`src/rtl/pcu_pkg.sv`:
```
// Package: shared types for the program counter update unit.
// Assumes a two-bit source select; the encoding is fixed by the control FSM.
package pcu_pkg;
    typedef enum logic [1:0] {
        SRC_ALU_LIVE = 2'b00,
        SRC_ALU_REG  = 2'b01,
        SRC_JUMP     = 2'b10,
        SRC_RESERVED = 2'b11
    } pc_src_e;
endpackage

```
`src/rtl/pcu_src_mux.sv`:
```
// Source multiplexer: picks the candidate word address for the next counter.
// Produces only the word part (low alignment bits dropped) and flags the
// reserved select code so the load gate can suppress it.
module pcu_src_mux #(
    parameter int ADDR_W     = 32,
    parameter int JUMP_W     = 26,
    parameter int ALIGN_BITS = 2,
    localparam int WORD_W    = ADDR_W - ALIGN_BITS,
    localparam int UPPER_W   = ADDR_W - JUMP_W - ALIGN_BITS
) (
    input  logic [1:0]          src_sel,
    input  logic [ADDR_W-1:0]   alu_result,
    input  logic [ADDR_W-1:0]   alu_reg,
    input  logic [JUMP_W-1:0]   jump_field,
    input  logic [UPPER_W-1:0]  pc_upper,
    output logic [WORD_W-1:0]   next_word,
    output logic                src_ok
);
    import pcu_pkg::*;

    logic [ALIGN_BITS*2-1:0] unused_low;
    assign unused_low = {alu_result[ALIGN_BITS-1:0], alu_reg[ALIGN_BITS-1:0]};

    // Candidate selection by decoded source code.
    always_comb begin
        next_word = '0;
        src_ok    = 1'b1;
        case (pc_src_e'(src_sel))
            SRC_ALU_LIVE: next_word = alu_result[ADDR_W-1:ALIGN_BITS];
            SRC_ALU_REG:  next_word = alu_reg[ADDR_W-1:ALIGN_BITS];
            SRC_JUMP:     next_word = {pc_upper, jump_field};
            SRC_RESERVED: src_ok    = 1'b0;
            default:      src_ok    = 1'b0;
        endcase
    end
endmodule

```
`src/rtl/pcu_load_gate.sv`:
```
// Load gate: merges the unconditional and zero-qualified write requests and
// blocks the load when the source code is reserved.
module pcu_load_gate (
    input  logic wr_always,
    input  logic wr_if_zero,
    input  logic zero,
    input  logic src_ok,
    output logic load
);
    // Combine the two write paths, then qualify with a valid source.
    always_comb begin
        load = (wr_always | (wr_if_zero & zero)) & src_ok;
    end
endmodule

```
`src/rtl/pcu_pc_reg.sv`:
```
// Counter register: holds the word-aligned program counter.
// Assumes the reset value is word-aligned; low alignment bits are stored as 0.
module pcu_pc_reg #(
    parameter int ADDR_W                   = 32,
    parameter int ALIGN_BITS               = 2,
    parameter logic [ADDR_W-1:0] RESET_ADDR = '0,
    localparam int WORD_W                  = ADDR_W - ALIGN_BITS
) (
    input  logic              clk,
    input  logic              rst_n,
    input  logic              load,
    input  logic [WORD_W-1:0] next_word,
    output logic [ADDR_W-1:0] pc
);
    logic [WORD_W-1:0] word_q;

    // Register the word address; reset wins over load.
    always_ff @(posedge clk) begin
        if (!rst_n)
            word_q <= RESET_ADDR[ADDR_W-1:ALIGN_BITS];
        else if (load)
            word_q <= next_word;
    end

    assign pc = {word_q, {ALIGN_BITS{1'b0}}};

    AST_HOLD_NO_LOAD: assert property (@(posedge clk) disable iff (!rst_n)
        !load |=> $stable(word_q));
endmodule

```
`src/rtl/pc_next_unit.sv`:
```
// Top: program counter update unit of a multicycle processor.
// Selects among live ALU result, registered ALU output and jump target,
// gates the load by unconditional or zero-qualified requests, and holds the
// counter. Assumes the ALU computes all address arithmetic externally.
module pc_next_unit #(
    parameter int ADDR_W                   = 32,
    parameter int JUMP_W                   = 26,
    parameter int ALIGN_BITS               = 2,
    parameter logic [ADDR_W-1:0] RESET_ADDR = '0,
    localparam int WORD_W                  = ADDR_W - ALIGN_BITS,
    localparam int UPPER_W                 = ADDR_W - JUMP_W - ALIGN_BITS
) (
    input  logic              clk,
    input  logic              rst_n,
    input  logic [ADDR_W-1:0] alu_result,
    input  logic [ADDR_W-1:0] alu_reg,
    input  logic [JUMP_W-1:0] jump_field,
    input  logic              zero,
    input  logic              wr_always,
    input  logic              wr_if_zero,
    input  logic [1:0]        src_sel,
    output logic [ADDR_W-1:0] pc
);
    logic [WORD_W-1:0] next_word;
    logic              src_ok;
    logic              load;

    pcu_src_mux #(
        .ADDR_W     (ADDR_W),
        .JUMP_W     (JUMP_W),
        .ALIGN_BITS (ALIGN_BITS)
    ) u_mux (
        .src_sel    (src_sel),
        .alu_result (alu_result),
        .alu_reg    (alu_reg),
        .jump_field (jump_field),
        .pc_upper   (pc[ADDR_W-1 -: UPPER_W]),
        .next_word  (next_word),
        .src_ok     (src_ok)
    );

    pcu_load_gate u_gate (
        .wr_always  (wr_always),
        .wr_if_zero (wr_if_zero),
        .zero       (zero),
        .src_ok     (src_ok),
        .load       (load)
    );

    pcu_pc_reg #(
        .ADDR_W     (ADDR_W),
        .ALIGN_BITS (ALIGN_BITS),
        .RESET_ADDR (RESET_ADDR)
    ) u_reg (
        .clk        (clk),
        .rst_n      (rst_n),
        .load       (load),
        .next_word  (next_word),
        .pc         (pc)
    );

    AST_LIVE_LOAD: assert property (@(posedge clk) disable iff (!rst_n)
        (wr_always && src_sel == 2'b00) |=>
        pc[ADDR_W-1:ALIGN_BITS] == $past(alu_result[ADDR_W-1:ALIGN_BITS]));
    AST_REG_LOAD: assert property (@(posedge clk) disable iff (!rst_n)
        (wr_always && src_sel == 2'b01) |=>
        pc[ADDR_W-1:ALIGN_BITS] == $past(alu_reg[ADDR_W-1:ALIGN_BITS]));
    AST_JUMP_UPPER: assert property (@(posedge clk) disable iff (!rst_n)
        (wr_always && src_sel == 2'b10) |=>
        pc[ADDR_W-1 -: UPPER_W] == $past(pc[ADDR_W-1 -: UPPER_W]));
    AST_COND_BLOCKED: assert property (@(posedge clk) disable iff (!rst_n)
        (!wr_always && !zero) |=> $stable(pc));
    AST_RESERVED_HOLD: assert property (@(posedge clk) disable iff (!rst_n)
        (src_sel == 2'b11) |=> $stable(pc));
    AST_WORD_ALIGNED: assert property (@(posedge clk) disable iff (!rst_n)
        pc[ALIGN_BITS-1:0] == '0);
endmodule

```
`config.mk`:
```
export PLATFORM = sky130hd
export DESIGN_NAME = pc_next_unit
export DESIGN_NICKNAME = d
export VERILOG_FILES = /design/src/rtl/pcu_pkg.sv /design/src/rtl/pcu_src_mux.sv /design/src/rtl/pcu_load_gate.sv /design/src/rtl/pcu_pc_reg.sv /design/src/rtl/pc_next_unit.sv
export SDC_FILE = /design/constraint.sdc
export NUM_CORES = 1
export LEC_CHECK = 0
export ABC_AREA = 1
export CAP_MARGIN = 20
export CORE_ASPECT_RATIO = 1.2
export CORE_MARGIN = 10
export CORE_UTILIZATION = 38
export DETAILED_ROUTE_END_ITERATION = 7
export PLACE_DENSITY = 0.85
export SYNTH_ARGS = -nofsm -noshare
export SYNTH_HDL_FRONTEND = slang
export SYNTH_SLANG_ARGS = --single-unit
```
`constraint.sdc`:
```
create_clock -name clk -period 1.43 [get_ports clk]
set_input_delay 0.286 -clock clk [delete_from_list [all_inputs] [get_ports clk]]
set_output_delay 0.286 -clock clk [all_outputs]
set_load 0.02 [all_outputs]
```
==> results of run 1 <==
==> critical path: cells and delay by family <==
kind	cells	cell delay, ns
buf+inv	3	0.86
simple gates	4	0.34
==> where the power goes <==
part	total, mW	switching, mW	leakage (nW)	internal (mW)
clock network	0.704	0.317	0.0482	0.388
logic	0.904	0.433	1.35	0.471
registers	0.943	0.0322	0.249	0.911
total	2.55	0.782	1.64	1.77
==> worst paths after layout <==
check,start,end,cells past startpoint
max,src_sel[0],u_reg.word_q[16]$_SDFFE_PN0P_,7
min,u_reg.word_q[0]$_SDFFE_PN0P_,u_reg.word_q[0]$_SDFFE_PN0P_,4
max reg2reg,u_reg.word_q[19]$_SDFFE_PN0P_,u_reg.word_q[19]$_SDFFE_PN0P_,4
min reg2reg,u_reg.word_q[0]$_SDFFE_PN0P_,u_reg.word_q[0]$_SDFFE_PN0P_,4
==> through the flow <==
stage	utilization	hold slack (ns)	setup TNS [ns]	total power [mW]	setup slack, ns
final	0.682	0.514	0	2.55	0.125
after global routing	0.682	0.546	0	2.71	0.0542
after CTS	0.681	0.512	0	2.58	0.0759
after detailed placement	0.670	0.507	-5.67	1.92	-0.219
after global placement	0.670	0.500	-4.95	1.90	-0.184
after floorplan	-	0.490	0	1.40	0.384
==> area by class of cell <==
| type | instances | share of cell area |
|---|---|---|
| clock inverter | 1 | 0.00151 |
| clock buffer | 7 | 0.0260 |
| multi-input combinational | 245 | 0.310 |
| sequential | 30 | 0.181 |
| inverter | 33 | 0.0373 |
| timing repair buffer | 142 | 0.421 |
| tap | 60 | 0.0226 |
==> cells by family after synthesis <==
kind of cell | count (synthesis)
AND/OR/NAND/NOR | 243
other | 1
buffers and inverters | 56
flip-flops | 30
==> routing by layer <==
metal  share of wire  global-route usage  vias to the layer above
met4           0.016              0.0658                        0
met3            0.10              0.0713                       10
met5               0                   0                        -
met2            0.50               0.301                       92
li1                -                   -                     1266
met1            0.39               0.158                     1065
==> cell usage in the layout (no fill, tap or decap) <==
cell type                         synthesis  final
sky130_fd_sc_hd__nand2_1                102    102
sky130_fd_sc_hd__clkdlybuf4s50_1          0     91
sky130_fd_sc_hd__nand3_1                 78     78
sky130_fd_sc_hd__nor2_1                  61     60
sky130_fd_sc_hd__inv_1                   30     30
sky130_fd_sc_hd__dlygate4sd2_1            0     30
sky130_fd_sc_hd__dfxtp_1                 30     30
sky130_fd_sc_hd__buf_4                    6     15
sky130_fd_sc_hd__clkbuf_8                 0      6
sky130_fd_sc_hd__buf_12                   0      5
sky130_fd_sc_hd__inv_2                    3      3
sky130_fd_sc_hd__nor2_2                   1      2
sky130_fd_sc_hd__conb_1                   1      2
sky130_fd_sc_hd__nand2_4                  1      1
sky130_fd_sc_hd__clkinv_2                 0      1
sky130_fd_sc_hd__clkbuf_1                 5      1
sky130_fd_sc_hd__dlymetal6s2s_1           0      1
==> metrics list, run 1 <==
- In this design, the stage delay of the slowest critical-path cell is 0.58 ns.
- Along the worst path, the maximum fanout reaches 20.
- Distinct cell type count of the synthesized netlist: 14
- Core Rows: 28
- Total routing usage reported by global routing: 0.166
- The critical path in this run is classified as primary input to flop.
- Crit path required time: 1.61 ns
- Count of non-filler cells in the finished layout: 518
- Among all stages on the critical path, the largest delay is contributed by sky130_fd_sc_hd__clkdlybuf4s50_1.
* DPL Wire Length: 5770 um
* Top-level I/O count: 129
- Post-CTS repair changed the size of 30 cells.
- Post-Place Cell Area: 3260 um2
- Via count: 2433
- Total standard cell area after synthesis: 1880 um2
- Area share of and/or/nand/nor cells after synthesis: 0.542
* DRC violations left: 0
- In the routed layout, each cell is associated on average with a via count of 4.70.
- CTS clk-pin slew, worst paths: 0.07 ns
- The repair_antennas step left the layout with diodes totalling 0.
- STA classifies the critical path endpoint as a flop.
- For this run, the post-layout net count is 554.
* Data arrival time at the worst-slack endpoint: 1.49 ns
- Averaged over all synthesized cells, the footprint is 5.70 um2.
- Starting density of the core: 0.386
- Achievable Freq: 767 MHz
* Post-synthesis sequential area ratio: 0.319
* Largest buffer count on any clock path: 2
- The share of synthesized area in the top cell type comes to 0.319.
- In the final routed layout, each cell accounts on average for 13.8 um.
- Proportion of layout cells with a drive suffix above 1: 0.0721
- Post-route minimum period: 1.30 ns
* Standard cell core area: 4870 um2
- The path class of the tightest hold or removal check is flop to flop.
* Post-CTS repair timing setup buffer count: 0
- Dominant combinational cell family by area after synthesis: simple AND/OR/NAND/NOR gates
* Post-Synthesis Cells: 330
- Of the total synthesized cell area, the portion taken by full adders, half adders and majority gates is 0.
- By instance count, the leading cell after synthesis is sky130_fd_sc_hd__nand2_1.
- Iteration count of the initial detailed-routing pass: 4
* Synth Area in Compound Gates: 0
* TritonCTS Buffers: 5
- Leading area contributor after synthesis: sky130_fd_sc_hd__dfxtp_1
- Die Area: 8180 um2
- Clock tree from TritonCTS: yes
* Area of the multi-input gates: 1030 um2
- From left edge to right edge, the die measures 84.2 um.
* Fraction of registers with async set or reset after synthesis: 0
* Leading post-synthesis cells by instance count: 102 x sky130_fd_sc_hd__nand2_1, 78 x sky130_fd_sc_hd__nand3_1, 61 x sky130_fd_sc_hd__nor2_1, 30 x sky130_fd_sc_hd__dfxtp_1, 30 x sky130_fd_sc_hd__inv_1
* Clock root buffer: sky130_fd_sc_hd__clkbuf_8
- The worst register-to-register path has a setup slack of 0.76 ns.
* Number of antenna violations at the first check in global routing: 0
- Counting every sink on the clock net gives 30.
- Of the available clock period, the critical path in the final layout requires 0.912.
- Max capacitance violation total: 0
* Top flop regs: u_reg.word_q: 30 flops
- In this run, synthesis produced a sequential element count of 30.
- At the end of routability-driven placement, the weighted congestion stood at 0.804.
- Input/output buffers: 122
* H-tree depth reported by CTS: 2
- Buffers inserted to repair hold after CTS numbered 0.
- Setup repair after global routing left no endpoint under its margin.
- Register with the most flip-flops: u_reg.word_q
- Count of routing violations after the opening detailed-route iteration: 131
- Power density cells: 768 nW/um2
- Max-slew violation count: 0
- Hold violation total from the final report: 0
- Max Clock Skew: 0 ns
* Cell area after layout: 3320 um2
* Die Height: 97.1 um
- Yosys warning count: 0
- The synthesized design contains 0 enable-type register cells.
* Parity-gate share of the synthesized area counting xor and xnor cells: 0
- The detail route stage leaves a number of antenna-violating nets equal to 0.
* Skew-Pair Late Insertion Delay: 0.28 ns
- Summed over all cells, the static leakage comes to 1.64 nW.
- STA classifies the critical path startpoint as a primary input.
- Placed cell count: 510
- The flow ran to the end, and the final reports show no timing, DRC or antenna violations.
* Via count of the first global-routing pass: 2392
* Pin count of the biggest net entering global routing: 21
- Area growth, synth to finish: 76.4%
- Measured against the total synthesized area, the mux share comes to 0.
- # fillers: 461
- The critical path goes through clkdlybuf4s50_1 > inv_2 > buf_12 > nand3_1 > nand3_1 > nor2_1 > nor2_1.
- For this run the aggregate overflow at the end of global routing stands at 0.
* Biggest area contributors in the synthesized netlist: sky130_fd_sc_hd__dfxtp_1 32%, sky130_fd_sc_hd__nand3_1 21%, sky130_fd_sc_hd__nand2_1 20%, sky130_fd_sc_hd__nor2_1 12%, sky130_fd_sc_hd__inv_1 6.0%
* Maximum VDD drop: 0.384 mV
- The first global-routing pass estimated 11200 um of wire.
- Setup violations remaining at the end of the flow were counted as 0.
* Most used flip-flop cell after synthesis: sky130_fd_sc_hd__dfxtp_1
- Number of flip-flops under the largest register name: 30
- Summing all flip-flop and latch instances after layout gives 601 um2.
- Summed over all layers, the routed wires come to 7120 um.
Power figures use the tool's default switching activity.
==> run 2, diff against run 1 <==
Settings changed: ABC_AREA 1 to 0, CTS_CLUSTER_SIZE set to 30.
==> metrics list, run 2 <==
- Status: finished, final reports clean
- The timing-limited maximum frequency came to 774 MHz (+0.98%).
- More flip-flops sit in one register than any other, and that register is u_reg.word_q.
* DRC violations left: 0 (unchanged)
- The total inserted antenna cells was 0 (unchanged).
* DPL Wire Length: 5060 um (-12%)
- Max Fanout on Critical Path: 8 (-60%)
- The number of buffers inserted to repair setup after CTS is 0 (unchanged).
- CTS clk-pin slew, worst paths: 0.06 ns (about the same)
- Proportion of layout cells with a drive suffix above 1: 0.0610 (-0.0110)
- The setup-violating endpoint count in the final report was 0 (unchanged).
- Number of synthesized flops with an enable pin: 0 (unchanged)
- Post-Synthesis Cells: 224 (-32%)
- The clock buffer count from CTS was 5 (unchanged).
- Fraction of registers with async set or reset after synthesis: 0 (unchanged)
* Most used flip-flop cell after synthesis: sky130_fd_sc_hd__dfxtp_1
- Post-synthesis sequential area ratio: 0.320 (+0.00106)
- In the layout the commonest cells are 90 x sky130_fd_sc_hd__clkdlybuf4s50_1, 30 x sky130_fd_sc_hd__nand2_1, 30 x sky130_fd_sc_hd__dlygate4sd2_1, 30 x sky130_fd_sc_hd__dfxtp_1.
- Leading area contributor after synthesis: sky130_fd_sc_hd__dfxtp_1
* Total routing usage reported by global routing: 0.144 (-0.0212)
- The end-of-flow core utilization was 0.677 (-0.00460).
- Yosys warning count: 0 (unchanged)
- The area of the core region was 4700 um2 (-3.6%).
- The TritonCTS sink count came to 30 (unchanged).
- Via count: 1950 (-20%)
* Leading post-synthesis cells by instance count: 30 x sky130_fd_sc_hd__dfxtp_1, 30 x sky130_fd_sc_hd__nand2_1
* Starting density of the core: 0.399 (+0.0130)
* Critical Path End Type: flop
- The number of placement rows is 27 (-3.6%).
- The routability-driven placement congestion ratio is 0.763 (-5.1%).
- The wire length of the first global-routing pass came to 9980 um (-11%).
- The number of flip-flops in the largest register came to 30 (unchanged).
- The area growth from synthesis to layout is 69.5%.
- The first-pass detailed-route iteration total came to 4 (unchanged).
* Average cell area after synthesis: 8.37 um2 (+47%)
- Placed cell count: 395 (-23%)
- Clock root buffer: sky130_fd_sc_hd__clkbuf_8
* Die Height: 97.0 um (-0.13%)
- The post-detailed-route wirelength per cell was 15.3 um (+11%).
* Top-level I/O count: 129 (unchanged)
- The maximum buffer depth of the clock tree came to 2 (unchanged).
- Clock tree from TritonCTS: yes
- Critical Setup Path Class: primary input to flop
- The power density relative to cell area came to 729 nW/um2 (-5.1%).
- The post-route clock period utilization was 0.903 (-0.00888).
- The horizontal die dimension came to 84.1 um (-0.12%).
* Max-slew violation count: 0 (unchanged)
* Crit path required time: 1.63 ns (+0.02 ns)
- Number of antenna violations at the first check in global routing: 0 (unchanged)
- The aggregate global routing overflow came to 0 (unchanged).
- Synthesized flop and latch total: 30 (unchanged)
- Hold violation total from the final report: 0 (unchanged)
* Maximum VDD drop: 0.529 mV (+38%)
* Pin count of the biggest net entering global routing: 31 (+48%)
- Cell leakage power: 1.35 nW (-18%)
- Count of routing violations after the opening detailed-route iteration: 76 (-42%)
- The critical path arrival came to 1.49 ns (about the same).
- The post-route non-filler standard cell count is 402 (-22%).
* Total standard cell area after synthesis: 1880 um2 (-0.33%)
* Post-route minimum period: 1.29 ns (-0.0127 ns)
- Skew-Pair Late Insertion Delay: 0.27 ns (about the same)
- Leaving out fill and tap cells, the most frequent cell in the layout is sky130_fd_sc_hd__clkdlybuf4s50_1.
* Input/output buffers: 122 (unchanged)
- STA classifies the critical path startpoint as a primary input.
- Via count of the first global-routing pass: 1983 (-17%)
* Post-route ant nets: 0 (unchanged)
- Number of vias per cell after detailed routing: 4.85 (+3.3%)
- The largest registers in the layout are u_reg.word_q: 30 flops.
- # fillers: 426 (-7.6%)
* Max capacitance violation total: 0 (unchanged)
* H-tree depth reported by CTS: 2 (unchanged)
- The die outline area is 8160 um2 (-0.25%).
* Worst Hold Class: flop to flop
* WL final: 6160 um (-14%)
- Max Clock Skew: 0 ns (unchanged)
- Biggest area contributors in the synthesized netlist: sky130_fd_sc_hd__dfxtp_1 32%, sky130_fd_sc_hd__mux2_1 16%, sky130_fd_sc_hd__a21boi_1 10%, sky130_fd_sc_hd__nand2b_1 8.7%, sky130_fd_sc_hd__a21oi_1 6.9%
- The final-stage net count came to 441 (-20%).
- RSZ-0062 raised after global routing: no
- Portion of synthesized cell area occupied by the leading cell type: 0.320 (+0.00106)
- The number of unique standard cell types used by synthesis came to 18 (+4).
[run 2: changes by cell type in the layout (fill, tap and decap cells not counted), sizes merged, moves of 27 or more]
| cell | before | now |
|---|---|---|
| nand2 | 103 | 30 |
| nand3 | 78 | 0 |
| inv | 33 | 0 |
| nor2 | 62 | 1 |
| a21oi | 0 | 27 |
[run 2: routing by layer]
layer | vias up | wire length, um | global-route usage
li1 | 1008 | - | -
met1 | 858 | 2580 | 0.164
met2 | 80 | 2950 | 0.246
met3 | 4 | 591 | 0.0595
met4 | 0 | 42 | 0.0270
met5 | - | 0 | 0
[run 2: report_power, final]
group / switching [mW] / internal (mW)
logic: 0.333 / 0.446
registers: 0.0292 / 0.904
clock network: 0.273 / 0.334
total: 0.635 / 1.68
[run 2: worst max-delay path, stage by stage]
cell,delay (ns)
sky130_fd_sc_hd__clkdlybuf4s50_1,0.44
sky130_fd_sc_hd__a21oi_4,0.24
sky130_fd_sc_hd__a21o_1,0.14
sky130_fd_sc_hd__buf_4,0.17
sky130_fd_sc_hd__nand2_1,0.07
sky130_fd_sc_hd__a21boi_1,0.15
[run 2: area by class of cell]
class / instances / area (um2) / area share
multi-input cells: 173 / 1140 / 0.359
clock buffers: 7 / 76.3 / 0.0240
repair buffers: 134 / 1290 / 0.405
well taps: 58 / 72.6 / 0.0228
flip-flops and latches: 30 / 601 / 0.189
[run 2: worst paths after layout]
| check | depth (start not counted) | end | slack (ns) | startpoint |
|---|---|---|---|---|
| max | 6 | u_reg.word_q[19]$_SDFFE_PN0P_ | 0.14 | wr_if_zero |
| min | 2 | u_reg.word_q[25]$_SDFFE_PN0P_ | 0.45 | u_reg.word_q[25]$_SDFFE_PN0P_ |
| max reg2reg | 1 | u_reg.word_q[28]$_SDFFE_PN0P_ | 0.80 | u_reg.word_q[28]$_SDFFE_PN0P_ |
| min reg2reg | 2 | u_reg.word_q[25]$_SDFFE_PN0P_ | 0.45 | u_reg.word_q[25]$_SDFFE_PN0P_ |
[run 2: kinds of logic (layout without fill, tap and decap cells)]
group | Yosys count | in the layout | synth area share
AO/OA/AOI/OAI | 84 | 84 | 0.277
AND/OR/NAND/NOR | 57 | 57 | 0.149
multiplexers | 30 | 30 | 0.177
flip-flops | 30 | 30 | 0.320
buffers and inverters | 22 | 141 | 0.0747
other | 1 | 2 | 0.00200
[run 2: what timing repair did]
item / CTS / global route
setup endpoints to repair: 30 / 2
hold buffers: 0 / 0
gates resized for setup: 30 / 1
cloned: 0 / 0
[run 2: per-stage QoR]
step	setup TNS (ns)	worst slack (ns)	area, um2	power [mW]	hold WS (ns)
floorplan	0	0.290	1880	1.34	0.531
global placement	-3.17	-0.153	3140	1.77	0.440
global route	0	0.0300	3180	2.45	0.469
finish	0	0.138	3180	2.32	0.447
CTS	0	0.100	3180	2.35	0.450
detailed placement	-3.89	-0.193	3140	1.79	0.444
==> run 3, diff against run 2 <==
Settings changed: SETUP_SLACK_MARGIN set to 0.4.
==> metrics list, run 3 (same netlist as run 2, synthesis figures left out) <==
- Status: finished, final reports clean
* Via count of the first global-routing pass: 2119 (+6.9%)
- The pin count of the biggest net entering global routing came to 42 (+35%).
- Die Wd: 84.1 um (unchanged)
- Relative to the synthesized area, the layout overhead comes to 93.7%.
* Cell leakage power: 1.58 nW (+17%)
- The TritonCTS sink count came to 30 (unchanged).
- Leading cell types in the layout, fill and taps excluded: 83 x sky130_fd_sc_hd__clkdlybuf4s50_1, 36 x sky130_fd_sc_hd__buf_6, 30 x sky130_fd_sc_hd__nand2_1, 30 x sky130_fd_sc_hd__dfxtp_2
* Routed length per instance: 17.8 um (+16%)
- The initial standard-cell utilization of the core was 0.399 (unchanged).
* Internal power of the cells: 1.91 mW (+14%)
* DRC violations left: 0 (unchanged)
* Max Clock Skew: 0 ns (unchanged)
- Total routing usage reported by global routing: 0.159 (+0.0144)
- The register-to-register setup slack is 0.66 ns (-0.14 ns).
* Hold violation total from the final report: 0 (unchanged)
* Power dissipated by switching net loads: 0.765 mW (+20%)
- Via count: 2091 (+7.2%)
* Core Rows: 27 (unchanged)
- The max-cap check violation count came to 0 (unchanged).
* Critical Setup Path Class: primary input to flop
- Input/output buffers: 122 (unchanged)
- STA classifies the critical path startpoint as a primary input.
- The timing-limited maximum frequency came to 959 MHz (+24%).
* Critical Path End Type: flop
- Crit path required time: 1.60 ns (-0.03 ns)
- Worst Hold Class: primary input to flop
- Top flop regs: u_reg.word_q: 30 flops
* Final count of negative-setup-slack endpoints: 0 (unchanged)
- The initial detailed-routing violation count was 92 (+21%).
- The final-stage net count is 453 (+2.7%).
* Relative contribution of combinational cells to total power: 0.375 (+0.039)
- The portion of total power attributed to sequential cells was 0.360 (-0.043).
- Routing usage on met3: 0.0561 (-0.00335)
* Max-slew violation count: 0 (unchanged)
- Power density cells: 737 nW/um2 (+1.1%)
- The post-route clock period utilization came to 0.729 (-0.174).
* # fillers: 339 (-20%)
- Register Area: 638 um2 (+6.2%)
- The total inserted antenna cells is 0 (unchanged).
* Area of the multi-input gates: 1280 um2 (+13%)
- GR Layer Usage met1: 0.159 (-0.00486)
- The number of antenna violations at the first check in global routing came to 0 (unchanged).
- Final GP Congestion: 0.727 (-4.7%)
- The number of placed instances, taps included is 394 (-0.25%).
- The die outline area is 8160 um2 (unchanged).
- The final instance area is 3630 um2 (+14%).
- WL final: 7410 um (+20%)
* Largest buffer count on any clock path: 2 (unchanged)
* Total gr overflow: 0 (unchanged)
* Iteration count of the initial detailed-routing pass: 4 (unchanged)
- Setup repair after global routing could not meet its margin everywhere.
- The H-tree level count came to 2 (unchanged).
* Number of buffers inserted by hold repair at cts: 0 (unchanged)
* Die Height: 97.0 um (unchanged)
- The standard cell area after detailed placement came to 3210 um2 (+2.2%).
- The I/O pin count came to 129 (unchanged).
- Data arrival time at the worst-slack endpoint: 1.21 ns (-0.28 ns)
- Global-route wire length before repair: 10800 um (+7.9%)
- The worst-skew pair later-pin latency was 0.28 ns (about the same).
- TritonCTS Buffers: 5 (unchanged)
* Clock root buffer: sky130_fd_sc_hd__clkbuf_8
* Number of flip-flops under the largest register name: 30 (unchanged)
- TritonCTS built the clock tree.
* Post-route ant nets: 0 (unchanged)
* Standard cell core area: 4700 um2 (unchanged)
- The CTS clock-pin slew for the worst setup and hold paths is 0.07 ns (about the same).
* Number of vias per cell after detailed routing: 5.04 (+3.9%)
- Met2 global-route usage: 0.291 (+0.0449)
* Portion of total power attributed to the clock network: 0.266 (+0.005)
- Proportion of layout cells with a drive suffix above 1: 0.375 (+0.314)
- Leaving out fill and tap cells, the most frequent cell in the layout is sky130_fd_sc_hd__clkdlybuf4s50_1.
- Register with the most flip-flops: u_reg.word_q
- After global routing, the most crowded layer is met2.
- The shortest period the worst path allows was 1.04 ns (-0.249 ns).
* Maximum VDD drop: 0.478 mV (-9.6%)
- Switching part of the total: 0.286 (+0.0117)
- DPL Wire Length: 5130 um (+1.4%)
- The highest fanout seen on the critical path is 10 (+2).
- The end-of-flow core utilization is 0.774 (+0.0967).
* Count of non-filler cells in the finished layout: 415 (+3.2%)
run 3: layout make-up:
type / count / area share
clock buffer: 7 / 0.0238
clock inverter: 1 / 0.00138
multi-input combinational: 173 / 0.354
sequential: 30 / 0.176
tap: 58 / 0.0200
timing repair buffer: 146 / 0.426
run 3: timing repair:
action | in CTS | in global routing
resized for setup | 225 | 32
gates cloned | 2 | 3
pin swaps | 4 | 10
endpoints found under the setup margin | 60 | 52
setup buffers | 3 | 5
run 3: through the flow:
stage                     power, mW  setup TNS, ns  hold slack [ns]  setup WS [ns]
after floorplan                1.39              0            0.527          0.311
after global placement         1.81          -3.52            0.436         -0.145
after detailed placement       1.83          -3.74            0.445         -0.161
after CTS                      2.61              0            0.458          0.373
after global routing           2.79              0            0.476          0.338
final                          2.68              0            0.451          0.387
run 3: power groups by stage:
stage | clock network [mW] | registers, mW | logic [mW]
after floorplan | 0 | 1.04 | 0.357
after global placement | 0 | 0.950 | 0.865
after detailed placement | 0 | 0.954 | 0.879
after CTS | 0.719 | 0.961 | 0.924
after global routing | 0.749 | 0.970 | 1.07
final | 0.712 | 0.963 | 1.00
run 3: path summary, 6_finish.rpt:
path | startpoint | end | cells past startpoint
worst max-delay path | src_sel[0] | u_reg.word_q[22]$_SDFFE_PN0P_ | 5
worst min-delay path | alu_result[3] | u_reg.word_q[1]$_SDFFE_PN0P_ | 4
worst max register to register | u_reg.word_q[27]$_SDFFE_PN0P_ | u_reg.word_q[27]$_SDFFE_PN0P_ | 2
worst min register to register | u_reg.word_q[7]$_SDFFE_PN0P_ | u_reg.word_q[7]$_SDFFE_PN0P_ | 2
run 3: metal layers:
metal | up-vias | part of all wire
li1 | 1034 | -
met1 | 967 | 0.37
met4 | 0 | 0.016
met5 | - | 0
met2 | 78 | 0.53
met3 | 12 | 0.081
run 3: critical path: stages:
cell and delay (ns):
sky130_fd_sc_hd__buf_4 0.17, sky130_fd_sc_hd__clkbuf_16 0.20, sky130_fd_sc_hd__mux2_4 0.31, sky130_fd_sc_hd__o21ai_1 0.15
sky130_fd_sc_hd__a21boi_1 0.09
